$ cat src/rtl/irq_pkg.sv
package irq_pkg;
  localparam int TYPES  = 3;
  localparam int TY_RX  = 0;
  localparam int TY_TX  = 1;
  localparam int TY_EXT = 2;
endpackage

$ cat src/rtl/irq_prio_pick.sv
// Lowest index wins: one-hot grant of the highest-priority set bit.
module irq_prio_pick #(
  parameter int N = 6
) (
  input  logic [N-1:0] req,
  output logic [N-1:0] grant
);
  always_comb begin
    logic found;
    found = 1'b0;
    grant = '0;
    for (int i = 0; i < N; i++) begin
      if (req[i] && !found) begin
        grant[i] = 1'b1;
        found    = 1'b1;
      end
    end
  end
endmodule

$ cat src/rtl/irq_onehot_enc.sv
module irq_onehot_enc #(
  parameter int N = 6,
  parameter int W = 3
) (
  input  logic [N-1:0] oh,
  output logic [W-1:0] idx
);
  always_comb begin
    idx = '0;
    for (int i = 0; i < N; i++) begin
      if (oh[i]) idx = idx | W'(i);
    end
  end
endmodule

$ cat src/rtl/irq_cell.sv
// Pending and in-service flags of one source. Set wins over clear.
module irq_cell (
  input  logic clk,
  input  logic rst,
  input  logic ip_set,
  input  logic ip_clr,
  input  logic ius_set,
  input  logic ius_clr,
  output logic ip,
  output logic ius
);
  always_ff @(posedge clk) begin
    if (rst) begin
      ip  <= 1'b0;
      ius <= 1'b0;
    end else begin
      ip  <= ip_set  | (ip  & ~ip_clr);
      ius <= ius_set | (ius & ~ius_clr);
    end
  end
endmodule

$ cat src/rtl/irq_cfg_regs.sv
// Writable configuration and command decode.
module irq_cfg_regs #(
  parameter int NCH         = 2,
  parameter int CHW         = 1,
  parameter int DW          = 8,
  parameter int AW          = 4,
  parameter int ADDR_CMD    = 0,
  parameter int ADDR_EN     = 1,
  parameter int ADDR_VEC    = 2,
  parameter int ADDR_DATA   = 8,
  parameter int ADDR_MIE    = 9,
  parameter int CMD_RST_IUS = 'h38,
  parameter int CMD_RST_EXT = 'h10
) (
  input  logic                             clk,
  input  logic                             rst,
  input  logic                             wr_en,
  input  logic [CHW-1:0]                   wr_chan,
  input  logic [AW-1:0]                    wr_addr,
  input  logic [DW-1:0]                    wr_data,
  output logic                             mie,
  output logic [NCH*irq_pkg::TYPES-1:0]    src_en,
  output logic [DW-1:0]                    vec_reg,
  output logic [NCH-1:0]                   clr_tx,
  output logic [NCH-1:0]                   clr_ext,
  output logic                             rst_ius_hi
);
  import irq_pkg::*;

  logic is_cmd, is_data;
  assign is_cmd  = wr_en && (wr_addr == AW'(ADDR_CMD));
  assign is_data = wr_en && (wr_addr == AW'(ADDR_DATA));
  assign rst_ius_hi = is_cmd && (wr_data == DW'(CMD_RST_IUS));

  for (genvar ch = 0; ch < NCH; ch++) begin : g_ch
    logic sel;
    assign sel         = (wr_chan == CHW'(ch));
    assign clr_tx[ch]  = is_data && sel;
    assign clr_ext[ch] = is_cmd && sel && (wr_data == DW'(CMD_RST_EXT));
  end

  always_ff @(posedge clk) begin
    if (rst) begin
      mie     <= 1'b0;
      src_en  <= '0;
      vec_reg <= '0;
    end else if (wr_en) begin
      if (wr_addr == AW'(ADDR_MIE)) mie <= wr_data[0];
      if (wr_addr == AW'(ADDR_VEC)) vec_reg <= wr_data;
      if (wr_addr == AW'(ADDR_EN))
        src_en[int'(wr_chan)*TYPES +: TYPES] <= wr_data[TYPES-1:0];
    end
  end
endmodule

$ cat src/rtl/dchain_irq_ctrl.sv
module dchain_irq_ctrl #(
  parameter int NCH         = 2,
  parameter int CHW         = (NCH > 1) ? $clog2(NCH) : 1,
  parameter int DW          = 8,
  parameter int AW          = 4,
  parameter int ADDR_CMD    = 0,
  parameter int ADDR_EN     = 1,
  parameter int ADDR_VEC    = 2,
  parameter int ADDR_STAT   = 3,
  parameter int ADDR_DATA   = 8,
  parameter int ADDR_MIE    = 9,
  parameter int CMD_RST_IUS = 'h38,
  parameter int CMD_RST_EXT = 'h10,
  parameter int CODE_LSB    = 1
) (
  input  logic           clk,
  input  logic           rst,
  input  logic           iei,
  output logic           ieo,
  output logic           int_n,
  input  logic           ack_cycle,
  input  logic           rd_en,
  input  logic [CHW-1:0] rd_chan,
  input  logic [AW-1:0]  rd_addr,
  output logic [DW-1:0]  rd_data,
  input  logic           wr_en,
  input  logic [CHW-1:0] wr_chan,
  input  logic [AW-1:0]  wr_addr,
  input  logic [DW-1:0]  wr_data,
  input  logic [NCH-1:0] ev_rx_full,
  input  logic [NCH-1:0] ev_tx_empty,
  input  logic [NCH-1:0] ev_ext
);
  import irq_pkg::*;

  localparam int NSRC = NCH * TYPES;
  localparam int IW   = $clog2(NSRC + 1);

  logic            mie, rst_ius_hi;
  logic [NSRC-1:0] src_en, ip, ius, ip_set, ip_clr, ius_set, ius_clr;
  logic [NSRC-1:0] ius_pfx, req, req_grant, ius_grant;
  logic [DW-1:0]   vec_reg, vec_coded;
  logic [NCH-1:0]  clr_tx, clr_ext;
  logic [IW-1:0]   req_idx, code;
  logic            req_any, ack_take, rx_read;

  irq_cfg_regs #(
    .NCH(NCH), .CHW(CHW), .DW(DW), .AW(AW),
    .ADDR_CMD(ADDR_CMD), .ADDR_EN(ADDR_EN), .ADDR_VEC(ADDR_VEC),
    .ADDR_DATA(ADDR_DATA), .ADDR_MIE(ADDR_MIE),
    .CMD_RST_IUS(CMD_RST_IUS), .CMD_RST_EXT(CMD_RST_EXT)
  ) u_cfg (
    .clk(clk), .rst(rst), .wr_en(wr_en), .wr_chan(wr_chan),
    .wr_addr(wr_addr), .wr_data(wr_data), .mie(mie), .src_en(src_en),
    .vec_reg(vec_reg), .clr_tx(clr_tx), .clr_ext(clr_ext),
    .rst_ius_hi(rst_ius_hi)
  );

  assign rx_read = rd_en && !ack_cycle && (rd_addr == AW'(ADDR_DATA));

  // Map per-channel events and clears onto the flat priority index.
  for (genvar ch = 0; ch < NCH; ch++) begin : g_map
    assign ip_set[ch*TYPES+TY_RX]  = ev_rx_full[ch];
    assign ip_set[ch*TYPES+TY_TX]  = ev_tx_empty[ch];
    assign ip_set[ch*TYPES+TY_EXT] = ev_ext[ch];
    assign ip_clr[ch*TYPES+TY_RX]  = rx_read && (rd_chan == CHW'(ch));
    assign ip_clr[ch*TYPES+TY_TX]  = clr_tx[ch];
    assign ip_clr[ch*TYPES+TY_EXT] = clr_ext[ch];
  end

  // Internal chain: in-service at this or a higher priority blocks a source.
  assign ius_pfx[0] = ius[0];
  for (genvar i = 1; i < NSRC; i++) begin : g_pfx
    assign ius_pfx[i] = ius_pfx[i-1] | ius[i];
  end

  assign req     = {NSRC{mie}} & src_en & ip & ~ius_pfx;
  assign req_any = |req;

  irq_prio_pick #(.N(NSRC)) u_req_pick (.req(req), .grant(req_grant));
  irq_prio_pick #(.N(NSRC)) u_ius_pick (.req(ius), .grant(ius_grant));
  irq_onehot_enc #(.N(NSRC), .W(IW)) u_enc (.oh(req_grant), .idx(req_idx));

  assign ack_take = rd_en && ack_cycle && iei && req_any;
  assign ius_set  = {NSRC{ack_take}} & req_grant;
  assign ius_clr  = {NSRC{rst_ius_hi}} & ius_grant;

  for (genvar i = 0; i < NSRC; i++) begin : g_cell
    irq_cell u_cell (
      .clk(clk), .rst(rst), .ip_set(ip_set[i]), .ip_clr(ip_clr[i]),
      .ius_set(ius_set[i]), .ius_clr(ius_clr[i]), .ip(ip[i]), .ius(ius[i])
    );
  end

  assign code = req_any ? req_idx : '1;
  always_comb begin
    vec_coded = vec_reg;
    vec_coded[CODE_LSB +: IW] = code;
  end

  // External chain output.
  assign ieo = iei && !(|ius) && !(ack_cycle && |ip);

  always_ff @(posedge clk) begin
    if (rst) begin
      int_n   <= 1'b1;
      rd_data <= '0;
    end else begin
      int_n <= !(iei && !ack_cycle && req_any);
      if (!rd_en) begin
        rd_data <= '0;
      end else if (ack_cycle) begin
        rd_data <= ack_take ? vec_coded : '0;
      end else if (rd_addr == AW'(ADDR_VEC)) begin
        rd_data <= (rd_chan == '0) ? vec_reg : vec_coded;
      end else if (rd_addr == AW'(ADDR_STAT)) begin
        rd_data <= DW'(ip[int'(rd_chan)*TYPES +: TYPES]);
      end else begin
        rd_data <= '0;
      end
    end
  end
endmodule

$ cat config.mk
export PLATFORM = sky130hd
export DESIGN_NAME = dchain_irq_ctrl
export DESIGN_NICKNAME = d
export VERILOG_FILES = /design/src/rtl/irq_pkg.sv /design/src/rtl/irq_prio_pick.sv /design/src/rtl/irq_onehot_enc.sv /design/src/rtl/irq_cell.sv /design/src/rtl/irq_cfg_regs.sv /design/src/rtl/dchain_irq_ctrl.sv
export SDC_FILE = /design/constraint.sdc
export NUM_CORES = 1
export LEC_CHECK = 0
export ABC_AREA = 1
export BUFFER_PORTS_ARGS = -buffer_cell sky130_fd_sc_hd__buf_2
export CAP_MARGIN = 20
export CORE_UTILIZATION = 33
export DETAILED_ROUTE_END_ITERATION = 10
export PLACE_DENSITY = 0.53
export SYNTH_ARGS = -nofsm -noshare
export SYNTH_HDL_FRONTEND = slang
export SYNTH_SLANG_ARGS = --single-unit
$ cat constraint.sdc
create_clock -name clk -period 1.55 [get_ports clk]
set_input_delay 0.155 -clock clk [delete_from_list [all_inputs] [get_ports clk]]
set_output_delay 0.155 -clock clk [all_outputs]
set_load 0.02 [all_outputs]
Yosys cells after proc, flatten, opt, wreduce, memory -nomap -nowiden
Index checks and enable logic that the tools add are counted.

Shift-type cells: 3. Bitwise logic cells: 50. Multipliers: 2. Eq/ne operators: 9. Add/sub/neg operators: 1. Reduce and logical (&&, ||, !) cells: 53. Mux-type cells: 32.

Operators by type and width (count): 32-bit negation with 33-bit output (1); 3-bit by 33-bit variable shift with 6-bit output, first input constant (1); 3-bit by 33-bit variable part select with 6-bit output (1); 1-bit logical AND (31); 6-bit AND (5); 8-bit two-way mux (3); 1-bit two-way mux (21); 6-bit OR reduction (3); 1-bit OR (17); 1-bit inverter (15); 1-bit zero test (14); 1-bit AND (12); 4-bit by 2-bit equality test with 1-bit output, second input constant (3); 4-bit equality test, second input constant (3); 3-bit two-way mux (4); 8-bit by 5-bit equality test with 1-bit output, second input constant (1); 8-bit by 6-bit equality test with 1-bit output, second input constant (1); 6-bit bitwise mux (1); 1-bit by 2-bit multiplier with 3-bit output, second input constant (2); 6-bit inverter (1); 2-bit AND reduction (3); 6-bit by 4-bit variable part select with 3-bit output (1); 4-bit by 1-bit equality test with 1-bit output, second input constant (1); 4-bit zero test (1); 3 further kinds (4).

Output and inout bits: 10. Input bits: 30. Flip-flop bits (word level): 36. Logic and storage cells: 167.

Longest topological paths before layout
Gate-level depths: netlist (run 1).

Word-level depth: 28. Gate-level depth with buffers: 12. Mapped depth without buffers: 12.

Cells and area by module
A second synthesis (run 1) with hierarchy kept.

Cell total of the unflattened synthesis: 333. Area, all modules: 2102.0 sq um.

By module, submodules not included: dchain_irq_ctrl (sequential area each 180.2 sq um, instances 1, cells each 138, area each 782.0 sq um); irq_cfg_regs (sequential area each 300.3 sq um, instances 1, cells each 102, area each 728.2 sq um); irq_cell (sequential area each 40.0 sq um, instances 6, cells each 10, area each 72.6 sq um); irq_prio_pick (sequential area each 0.0 sq um, instances 2, cells each 14, area each 66.3 sq um); irq_onehot_enc (sequential area each 0.0 sq um, instances 1, cells each 5, area each 23.8 sq um).

Worst setup path after synthesis (run 1)
No wires, ideal clock.

Path type: reg-to-reg. Start: reg g_cell[0].u_cell.ius. End: reg rd_data[1]. Required time: 1.432 ns. Clock period less this slack: 1.293 ns. Slack: 0.257 ns. Arrival: 1.175 ns. Library setup time: 0.118 ns. Stages on the path, launching flop included: 11. Path buffers: 0. Path through: dfxtp_1 > nor2_4 > nand3_1 > nand2_2 > inv_2 > nand3b_1 > nand2_1 > nor2_1 > nand2_1 > nand2_1 > a21oi_1.

Word-level cells in the longest chain between the ends: 23. Elaborated cells on any way between the ends: 37. Classes of those cells: mux (18); bitwise (7); reduce/logical (12).

RTL lines: from (decl) (line irq_cell.sv:10) `output logic ius`; from (signal assigned) (line irq_cell.sv:18) `ius <= ius_set | (ius & ~ius_clr);`; 6-bit inverter (*) (line dchain_irq_ctrl.sv:77) `assign req = {NSRC{mie}} & src_en & ip & ~ius_pfx;`; 6-bit AND (*) (line dchain_irq_ctrl.sv:77); 1-bit two-way mux (line irq_prio_pick.sv:13) `if (req[i] && !found) begin`; 1-bit zero test (line irq_prio_pick.sv:13); 1-bit logical AND (line irq_prio_pick.sv:13); 1-bit two-way mux (line irq_prio_pick.sv:13); 1-bit zero test (line irq_prio_pick.sv:13); 1-bit logical AND (line irq_prio_pick.sv:13); (+7 left out); 1-bit zero test (line irq_prio_pick.sv:13); 1-bit logical AND (line irq_prio_pick.sv:13); 1-bit two-way mux (line irq_prio_pick.sv:13); 3-bit two-way mux (line irq_onehot_enc.sv:11) `if (oh[i]) idx = idx | W'(i);`; 3-bit two-way mux (line dchain_irq_ctrl.sv:95) `assign code = req_any ? req_idx : '1;`; 4-bit two-way mux (line dchain_irq_ctrl.sv:115) `rd_data <= (rd_chan == '0) ? vec_reg : vec_coded;`; 8-bit two-way mux (line dchain_irq_ctrl.sv:114) `end else if (rd_addr == AW'(ADDR_VEC)) begin`; 8-bit two-way mux (*) (line dchain_irq_ctrl.sv:112) `end else if (ack_cycle) begin`; to (signal assigned) (line dchain_irq_ctrl.sv:113) `rd_data <= ack_take ? vec_coded : '0;`; to (signal assigned) (line dchain_irq_ctrl.sv:115); to (signal assigned) (line dchain_irq_ctrl.sv:117) `rd_data <= DW'(ip[int'(rd_chan)*TYPES +: TYPES]);`; to (decl) (line dchain_irq_ctrl.sv:25) `output logic [DW-1:0] rd_data,`.

Every way passes the cells marked *; elsewhere a longest branch is shown, timed or not. A chain may end at the register's enable or synchronous reset.

Final worst setup path (run 1)
Start: reg g_cell[1].u_cell.ip. End: out ieo.

Word-level cells in the longest chain between the ends: 4.

RTL lines: from (decl) (line irq_cell.sv:9) `output logic ip,`; from (signal assigned) (line irq_cell.sv:17) `ip <= ip_set | (ip & ~ip_clr);`; 6-bit OR reduction (line dchain_irq_ctrl.sv:102) `assign ieo = iei && !(|ius) && !(ack_cycle && |ip);`; 1-bit logical AND (line dchain_irq_ctrl.sv:102); 1-bit zero test (line dchain_irq_ctrl.sv:102); 1-bit logical AND (line dchain_irq_ctrl.sv:102); to (decl) (line dchain_irq_ctrl.sv:19) `output logic ieo,`.

Every way passes these cells.

==> impl_metrics.ini, run 1 <==
[outcome]
run_status = completed

[cts]
numCtsBuffers = 5
clock_latency_late_sink_ns = 0.28
cts_tree = built
clock-sinks = 36
worst_setup_hold_path_clk_slew_ns = 0.07
ctsHtreeMaxLevel = 2
buffer_depth_of_the_longest_clock_path = 2
clk_root_buf = sky130_fd_sc_hd__clkbuf_8
cts-hold-fix-buffers = 0

[route]
route.detailed.wl_per_inst_um = 11.74
num_vias = 1725
route.detailed.vias_per_inst = 4.713
detail_route.first_pass.iterations = 4
route.antenna.remaining_nets = 0
drt_wl_total_um = 4298
detail_route.iter0.violations = 60
drc_violation_count_after_routing = 0

[placement]
numPortBuffers = 39
detailedPlacementHpwl_um = 3496
rd_place_congestion = 0.7982
placed_cells_incl_taps = 359

[yosys]
yosys.area_share.simple_pct = 32.70
share_of_the_synthesized_area_in_the_top_cell_type_pct = 40.68
post_synthesis_sequential_element_count = 36
synth_top_family_by_area = simple AND/OR/NAND/NOR gates
netlist_instances = 249
synth-compound-area-share_pct = 17.16
yosysWarningCount = 0
synth-seq-area-share_pct = 40.68
yosysUniqueCellTypes = 31
postSynthAreaPerCell_um2 = 7.115
post_synth_net_total = 279
post_synth_fa_ha_maj_area_fraction_pct = 0
synth_area_leader_cell = sky130_fd_sc_hd__dfxtp_1
yosys.area_share.xor_xnor_pct = 0
yosys-mux-area-fraction_pct = 0
synthTopCellsByArea = sky130_fd_sc_hd__dfxtp_1 (41%), sky130_fd_sc_hd__nor2_1 (8.1%), sky130_fd_sc_hd__a21oi_1 (7.9%), sky130_fd_sc_hd__inv_1 (7.6%), sky130_fd_sc_hd__o21ai_0 (7.1%)
mappedNetlistArea_um2 = 1772

[timing]
timing.max_slew.rel_slack_pct = 66.37
rsz0062_at_grt = no
post-route-min-period_ns = 1.482
worst_slew_pin_slew_ns = 0.4999
period_share_pct = 95.61
total_negative_setup_slacks_ns = 0
max_transition_viols_final = 0
final_setup_violation_count = 0
hold_viol_final = 0
achievable-frequency_ghz = 0.6748
finClkSkew_ns = 0.002658

[finish]
nets = 325
n_fill_cell = 591
drive_above_1_share_pct = 27.36
layout.cells.most_common = sky130_fd_sc_hd__buf_2
antenna-diode-count = 0
flow.area_growth_from_synthesis_pct = 25.00
finalNonFillerCells = 366
mostFrequentLayoutCells = sky130_fd_sc_hd__buf_2 (38), sky130_fd_sc_hd__nor2_1 (36), sky130_fd_sc_hd__inv_1 (36)

[global_route]
first_pass_grt_wire_length_um = 7452
globalRouteOverflowTotal = 0
grt_start_max_net_pins = 16
first_global_vias = 1664
global_route_usage_over_all_layers_pct = 17.69
grt_antenna_before_repair = 0

[min_path]
hold_class = input pin to register

[floorplanning]
num_rows = 26
design.core.area_um2 = 5140
io_pins = 40
floorplan.initialDensity_pct = 34.47
die_outline_width_um = 75.27
die_y_um = 75.27
fp.dieArea_um2 = 5666

[pwr]
power_density_nw_per_um2 = 883.7
power.leakage_nw = 1.013
worst_ir_drop_vdd_v = 0.0005146

[worst_setup_path]
slowest_delay_ns = 0.36
cp-start-kind = register
worst_ep_arrival_time_ns = 1.33
timing.critical_path.to_type = output port
worstPathMaxFanout = 5
critical_path.n_buffers_inverters = 1
path_class = register to output port
timing.critical_path.slowest_stage_cell = sky130_fd_sc_hd__dfxtp_1
worstPathRequired_ns = 1.39
critical-path-top-delay-family = flip-flops
crit_chain = nor2_1 -> nand4_1 -> a211oi_2 -> buf_4

[job]
maxCapViolCount = 0
layout make-up:
type                       instances  area, µm²  area share, %
timing repair buffer              44      235.2          10.62
multi-input combinational        169      908.4          41.02
sequential                        36      725.7          32.77
tap                               70      87.58          3.955
inverter                          39      146.4          6.610
clock inverter                     3      42.54          1.921
clock buffer                       5      68.82          3.107
synth_stat cells, drive strengths merged:
cell type  instances
o22ai              1
o31ai              1
nand3b             2
nor3               4
o2111ai            1
nand3             18
or2                3
a211oi             1
buf                3
a21oi             29
inv               38
dfxtp             36
clkinv             1
clkbuf             2
nor2              44
nor3b              4
o21ai             25
nand4              6
nor4               1
nand2             29
logic make-up after synthesis:
logic type	after synthesis
DFF	36
AOI/OAI and AO/OA	58
buffers and inverters	44
and+or+nand+nor	111
timing repair:
action,CTS,global route
cloned,0,0
pin swaps,0,3
buffers inserted,0,1
resized for setup,1,10
setup endpoints to repair,1,13
per-stage QoR:
step / hold slack, ns / area [µm²] / setup WS (ns) / power, W / util [%]
5_1_grt: 0.08123 / 2215 / 0.0002914 / 0.002055 / 43.09
3_3_place_gp: 0.3654 / 2078 / 0.07437 / 0.001153 / 40.43
3_5_place_dp: 0.3716 / 2078 / 0.05917 / 0.001153 / 40.43
4_1_cts: 0.06960 / 2195 / 0.007453 / 0.001983 / 42.70
6_report: 0.07718 / 2215 / 0.06805 / 0.001957 / 43.09
2_1_floorplan: 0.2241 / 1772 / 0.2574 / 0.001069 / -
routing by layer:
layer	share of wire, %	global-route usage (%)	vias up
met2	47	29.73	32
li1	-	-	909
met4	0.93	4.938	0
met5	0	0	-
met1	49	23.06	779
met3	3.5	3.614	5
power breakdown:
part           internal (W)  switching, W  total [W]
clock network      0.000476      0.000349   0.000825
registers          0.000945     0.0000160   0.000961
logic             0.0000686      0.000103   0.000172
worst paths after layout:
check	startpoint	end	slack, ns	cells after the start
worst min register to register	u_cfg.src_en[3]	u_cfg.src_en[3]	0.46	2
worst min-delay path	ev_ext[0]	g_cell[2].u_cell.ip	0.08	3
worst max-delay path	g_cell[1].u_cell.ip	ieo	0.07	4
worst max register to register	g_cell[0].u_cell.ius	rd_data[1]	0.14	10
worst register-to-register path, cell delays in order, from the launching register on:
cell                       delay, ns
sky130_fd_sc_hd__dfxtp_2        0.35
sky130_fd_sc_hd__nor2_4         0.19
sky130_fd_sc_hd__nand3_1        0.11
sky130_fd_sc_hd__nand2_2        0.12
sky130_fd_sc_hd__inv_2          0.05
sky130_fd_sc_hd__nand3b_1       0.11
sky130_fd_sc_hd__nand2_1        0.06
sky130_fd_sc_hd__nor2_1         0.14
sky130_fd_sc_hd__nand2_1        0.06
sky130_fd_sc_hd__nand2_1        0.06
sky130_fd_sc_hd__a21oi_1        0.05
Power figures use the tool's default switching activity.
==> run 2, diff against run 1 <==
--- a/config.mk
+++ b/config.mk
@@ -5,7 +5,6 @@
 export SDC_FILE = /design/constraint.sdc
 export NUM_CORES = 1
 export LEC_CHECK = 0
-export ABC_AREA = 1
 export BUFFER_PORTS_ARGS = -buffer_cell sky130_fd_sc_hd__buf_2
 export CAP_MARGIN = 20
 export CORE_UTILIZATION = 33
==> impl_metrics.ini, run 2 <==
[floorplanning]
die_y_um = 73.92
design.core.area_um2 = 4848
fp.dieArea_um2 = 5463
die_outline_width_um = 73.92
num_rows = 25
floorplan.initialDensity_pct = 35.20
io_pins = 40

[timing]
timing.max_slew.rel_slack_pct = 78.93
finClkSkew_ns = 0.004862
hold_viol_final = 0
post-route-min-period_ns = 1.985
max_transition_viols_final = 0
final_setup_violation_count = 8
worst_slack_ns = -0.4352
period_share_pct = 128.1
total_negative_setup_slacks_ns = -0.9856
rsz0062_at_grt = yes
worst_slew_pin_slew_ns = 0.3121
achievable-frequency_ghz = 0.5037

[cts]
clock_latency_late_sink_ns = 0.29
numCtsBuffers = 5
clk_root_buf = sky130_fd_sc_hd__clkbuf_8
cts_tree = built
ctsHtreeMaxLevel = 2
clock-sinks = 36
cts-hold-fix-buffers = 0
worst_setup_hold_path_clk_slew_ns = 0.07
buffer_depth_of_the_longest_clock_path = 2

[min_path]
holdPathEnd = g_cell[3].u_cell.ip
whs_path_depth = 3
worstHoldStart = ev_rx_full[1]
hold_class = input pin to register

[pwr]
worst_ir_drop_vdd_v = 0.0003611
p_total_w = 0.001806
power.share.switching_pct = 25.59
power.leakage_nw = 1.002
power_frac_clock_pct = 36.8
power_density_nw_per_um2 = 758.4
combinational_power_share_pct = 10.7
internal-power_w = 0.001344
sequentialPowerShare_pct = 52.5
power.net_switching_w = 0.0004621

[route]
detail_route.first_pass.iterations = 4
num_vias = 1696
route.antenna.remaining_nets = 0
drc_violation_count_after_routing = 0
route.detailed.wl_per_inst_um = 13.44
drt_wl_total_um = 4530
detail_route.iter0.violations = 88
route.detailed.vias_per_inst = 5.033

[finish]
layout.cells.most_common = sky130_fd_sc_hd__buf_2
antenna-diode-count = 0
mostFrequentLayoutCells = sky130_fd_sc_hd__buf_2 (38), sky130_fd_sc_hd__dfxtp_1 (32), sky130_fd_sc_hd__buf_4 (30)
n_fill_cell = 500
finalNonFillerCells = 337
flow.area_growth_from_synthesis_pct = 39.52
drive_above_1_share_pct = 38.15
nets = 299

[global_route]
global_route_usage_over_all_layers_pct = 17.83
first_pass_grt_wire_length_um = 7176
grt_start_max_net_pins = 23
globalRouteOverflowTotal = 0
grt_antenna_before_repair = 0
first_global_vias = 1504

[job]
maxCapViolCount = 0

[yosys]
yosysWarningCount = 0
post_synthesis_sequential_element_count = 36
synth-seq-area-share_pct = 42.23
synth_area_leader_cell = sky130_fd_sc_hd__dfxtp_1
synth.most_common_cell = sky130_fd_sc_hd__dfxtp_1
share_of_the_synthesized_area_in_the_top_cell_type_pct = 42.23
postSynthAreaPerCell_um2 = 8.576
async_flop_share_pct = 0
synthTopCellsByArea = sky130_fd_sc_hd__dfxtp_1 (42%), sky130_fd_sc_hd__nor2_1 (5.9%), sky130_fd_sc_hd__nand3_1 (5.0%), sky130_fd_sc_hd__mux2i_1 (4.7%), sky130_fd_sc_hd__a21oi_1 (4.4%)
number_of_enable_flip_flop_cells_after_synthesis = 0
post_synth_top_cells = sky130_fd_sc_hd__dfxtp_1 (36), sky130_fd_sc_hd__nor2_1 (27), sky130_fd_sc_hd__nand2_1 (17), sky130_fd_sc_hd__nand3_1 (17), sky130_fd_sc_hd__a21oi_1 (15)
post_synth_net_total = 229
postSynth.topFlopCell = sky130_fd_sc_hd__dfxtp_1
yosysUniqueCellTypes = 47
netlist_instances = 199
mappedNetlistArea_um2 = 1707

[outcome]
violations = negative setup slack
run_status = finished, violations left

[placement]
detailedPlacementHpwl_um = 3506
numPortBuffers = 39
place_ws_ns = -0.1390
rd_place_congestion = 0.7487
placed_cells_incl_taps = 326

[worst_setup_path]
r2r_start = g_cell[0].u_cell.ius
worstPathRequired_ns = 1.39
worst_r2r_endpoint = rd_data[5]
ff2ff_path_depth = 5
worst_ep_arrival_time_ns = 1.83
worstPathMaxFanout = 2
path_class = register to output port
cp-start-kind = register
timing.critical_path.to_type = output port
worst-r2r-setup-slack_ns = -0.10
## run 2: cell types whose count changed after synthesis, sizes merged, moves of 8 or more
| cell | delta |
|---|---|
| nor2 | -17 |
| o21ai | -15 |
| nand2 | -12 |
| inv | -37 |
| a21oi | -14 |
| mux2i | +8 |
## run 2: final cells by class
cell class / count / area [µm²] / area share (%)
Multi-Input combinational cell: 155 / 1031 / 43.30
Sequential cell: 36 / 728.2 / 30.58
Timing Repair Buffer: 70 / 446.7 / 18.76
Clock inverter: 3 / 18.77 / 0.7882
Clock buffer: 5 / 68.82 / 2.890
Inverter: 1 / 3.754 / 0.1576
Tap cell: 67 / 83.83 / 3.521
## run 2: what timing repair did
item,CTS,global route
pin swaps,2,6
resized for setup,5,16
endpoints found under the setup margin,11,12
cloned,0,0
setup buffers,0,4
## run 2: worst max path at each step
stage | startpoint | to | slack [ns] | depth (start not counted)
floorplan | g_cell[0].u_cell.ip | ieo | -0.07 | 3
global placement | g_cell[0].u_cell.ip | ieo | -0.14 | 4
detailed placement | g_cell[0].u_cell.ip | ieo | -0.14 | 4
CTS | g_cell[0].u_cell.ip | ieo | -0.45 | 4
global route | g_cell[0].u_cell.ip | ieo | -0.52 | 4
finish | g_cell[0].u_cell.ip | ieo | -0.44 | 4
## run 2: metrics by stage
| stage | hold WS [ns] | area, µm² | utilization (%) |
|---|---|---|---|
| 2_1_floorplan | 0.2416 | 1722 | - |
| 3_3_place_gp | 0.3684 | 2182 | 45.01 |
| 3_5_place_dp | 0.3745 | 2182 | 45.01 |
| 4_1_cts | 0.06543 | 2287 | 47.17 |
| 5_1_grt | 0.07796 | 2381 | 49.11 |
| 6_report | 0.06616 | 2381 | 49.11 |
## run 2: critical path, stage by stage (launching register included)
cell and delay (ns):
sky130_fd_sc_hd__dfxtp_1 0.31, sky130_fd_sc_hd__or4_1 0.51, sky130_fd_sc_hd__o31a_1 0.30, sky130_fd_sc_hd__nor4b_4 0.25, sky130_fd_sc_hd__buf_4 0.17
## run 2: cell families after synthesis
logic type / share of synthesized area, %
AND/OR/NAND/NOR: 33.28
AO/OA/AOI/OAI: 16.57
flip-flops: 42.23
multiplexers: 6.012
buffers and inverters: 1.906
## run 2: routing by layer
layer  global-route usage (%)  up-vias  wire length, µm
met4                    5.769        0               66
met3                    5.898        7              207
li1                         -      878                -
met5                        0        -                0
met2                    26.06       45             2012
met1                    24.64      766             2243
## run 2: power by group through the flow
| stage | Clock [W] | Sequential (W) | Combinational, W |
|---|---|---|---|
| after floorplan | 0 | 0.000974 | 0.0000830 |
| after global placement | 0 | 0.000970 | 0.000194 |
| after detailed placement | 0 | 0.000971 | 0.000193 |
| after CTS | 0.000686 | 0.000949 | 0.000195 |
| after global routing | 0.000730 | 0.000949 | 0.000215 |
| final | 0.000664 | 0.000947 | 0.000194 |
==> run 3, diff against run 2 <==
--- a/config.mk
+++ b/config.mk
@@ -7,9 +7,9 @@
 export LEC_CHECK = 0
 export BUFFER_PORTS_ARGS = -buffer_cell sky130_fd_sc_hd__buf_2
 export CAP_MARGIN = 20
-export CORE_UTILIZATION = 33
+export CORE_UTILIZATION = 35
 export DETAILED_ROUTE_END_ITERATION = 10
-export PLACE_DENSITY = 0.53
+export PLACE_DENSITY = 0.56
 export SYNTH_ARGS = -nofsm -noshare
 export SYNTH_HDL_FRONTEND = slang
 export SYNTH_SLANG_ARGS = --single-unit
==> impl_metrics.ini, run 3 (synthesis gave the netlist of run 2 again) <==
[pwr]
worst_ir_drop_vdd_v = 0.0005711
power.leakage_nw = 1.012
power_density_nw_per_um2 = 832.3

[floorplanning]
design.core.area_um2 = 4692
floorplan.initialDensity_pct = 36.37
io_pins = 40
fp.dieArea_um2 = 5160
die_y_um = 71.83
num_rows = 25
die_outline_width_um = 71.83

[route]
route.antenna.remaining_nets = 0
detail_route.iter0.violations = 76
drc_violation_count_after_routing = 0
detail_route.first_pass.iterations = 4
dr_wl_met2_um = 2107
num_vias = 1717
drt_wl_total_um = 4729
met3_length_um = 196
m1WireLength_um = 2339
route.detailed.vias_per_inst = 5.299
highest-signal-layer = met4
route.detailed.wl_per_inst_um = 14.60

[worst_setup_path]
worst-r2r-setup-slack_ns = -0.18
timing.critical_path.to_type = output port
ff2ff_path_depth = 5
startpoint = g_cell[0].u_cell.ip
r2r_start = g_cell[1].u_cell.ius
worst_ep_arrival_time_ns = 1.84
worst_r2r_endpoint = rd_data[4]
cp-start-kind = register
worstPathRequired_ns = 1.39
crit_chain = or4_1 -> o31a_1 -> nor4b_4 -> buf_4
timing.critical_path.slowest_stage_cell = sky130_fd_sc_hd__or4_1
slowest_delay_ns = 0.52
path_class = register to output port
crit_end = ieo
worstPathMaxFanout = 2

[timing]
finClkSkew_ns = 0.006628
hold_viol_final = 0
timing.max_slew.rel_slack_pct = 73.73
total_negative_setup_slacks_ns = -1.407
worst_slew_pin_slew_ns = 0.3891
worst_slack_ns = -0.4482
period_share_pct = 128.9
rsz0062_at_grt = yes
final_setup_violation_count = 9
achievable-frequency_ghz = 0.5005
post-route-min-period_ns = 1.998
max_transition_viols_final = 0

[finish]
antenna-diode-count = 0
n_fill_cell = 448
layout.cells.most_common = sky130_fd_sc_hd__buf_2
layout.area.seq_um2 = 730.7
mostFrequentLayoutCells = sky130_fd_sc_hd__buf_2 (38), sky130_fd_sc_hd__dfxtp_1 (32), sky130_fd_sc_hd__buf_4 (31)
drive_above_1_share_pct = 37.41
flow.area_growth_from_synthesis_pct = 39.30
nets = 299
multi_input_gate_area_in_the_final_layout_um2 = 1030

[placement]
detailedPlacementHpwl_um = 3503
place_ws_ns = -0.1475
numPortBuffers = 39
rd_place_congestion = 0.8492

[outcome]
violations = negative setup slack
run_status = finished, violations left

[cts]
worst_setup_hold_path_clk_slew_ns = 0.08
cts_tree = built
numCtsBuffers = 5
buffer_depth_of_the_longest_clock_path = 2
ctsHtreeMaxLevel = 2
clk_root_buf = sky130_fd_sc_hd__clkbuf_8
clock_latency_late_sink_ns = 0.29
clock-sinks = 36

[global_route]
first_pass_grt_wire_length_um = 7307
grt_antenna_before_repair = 0
global_route_usage_over_all_layers_pct = 18.80
globalRouteOverflowTotal = 0
first_global_vias = 1512
grt_start_max_net_pins = 24

[min_path]
hold_class = input pin to register

[job]
maxCapViolCount = 0
## run 3: cell types whose count changed in the layout (fill, tap and decap cells not counted), sizes merged
cell,previous run,this run
clkinv,3,1
clkinvlp,0,1
bufinv,0,1
## run 3: worst min path at each step
stage / depth (start not counted) / slack [ns] / to / from
finish: 3 / 0.07 / g_cell[5].u_cell.ip / ev_ext[1]
global route: 3 / 0.07 / g_cell[4].u_cell.ip / ev_tx_empty[1]
CTS: 3 / 0.06 / g_cell[5].u_cell.ip / ev_ext[1]
detailed placement: 3 / 0.36 / g_cell[5].u_cell.ip / ev_ext[1]
global placement: 3 / 0.37 / g_cell[4].u_cell.ip / ev_tx_empty[1]
floorplan: 1 / 0.24 / int_n / iei
## run 3: power breakdown
part / internal [W] / total [W] / switching [W]
clock network: 0.000476 / 0.000829 / 0.000353
registers: 0.000937 / 0.000947 / 0.00000956
logic: 0.0000970 / 0.000203 / 0.000106
## run 3: stage by stage
| stage | instance area (µm²) | cells | utilization (%) | hold WS, ns | power [W] |
|---|---|---|---|---|---|
| floorplan | 1722 | 199 | - | 0.2416 | 0.001057 |
| global placement | 2166 | 313 | 46.16 | 0.3664 | 0.001170 |
| detailed placement | 2166 | 313 | 46.16 | 0.3649 | 0.001171 |
| CTS | 2307 | 322 | 49.17 | 0.05814 | 0.002006 |
| global route | 2377 | 324 | 50.67 | 0.07201 | 0.002068 |
| finish | 2377 | 324 | 50.67 | 0.07010 | 0.001979 |
## run 3: layer usage
metal  global-route usage (%)  vias up
met5                        0        -
met4                    5.882        0
met3                    5.907       10
met2                    28.30       48
met1                    25.67      783
li1                         -      876
## run 3: cell type report
| type | count | area share, % |
|---|---|---|
| clock inverters | 3 | 1.789 |
| well taps | 54 | 2.842 |
| repair buffers | 70 | 18.26 |
| flip-flops and latches | 36 | 30.74 |
| clock buffers | 5 | 2.895 |
| multi-input cells | 155 | 43.32 |
| inverters | 1 | 0.1579 |
## run 3: critical path, delay by kind of cell (launching register included)
family / cells / cell delay, ns
AO/OA/AOI/OAI: 1 / 0.30
buffers and inverters: 1 / 0.17
flip-flops: 1 / 0.31
AND/OR/NAND/NOR: 2 / 0.77
## run 3: timing repair
action | in CTS | in global routing
gates cloned | 0 | 0
endpoints found under the setup margin | 9 | 12
hold buffers | 0 | 0
pin swaps | 10 | 10
buffers inserted | 1 | 2
gates resized for setup | 7 | 14
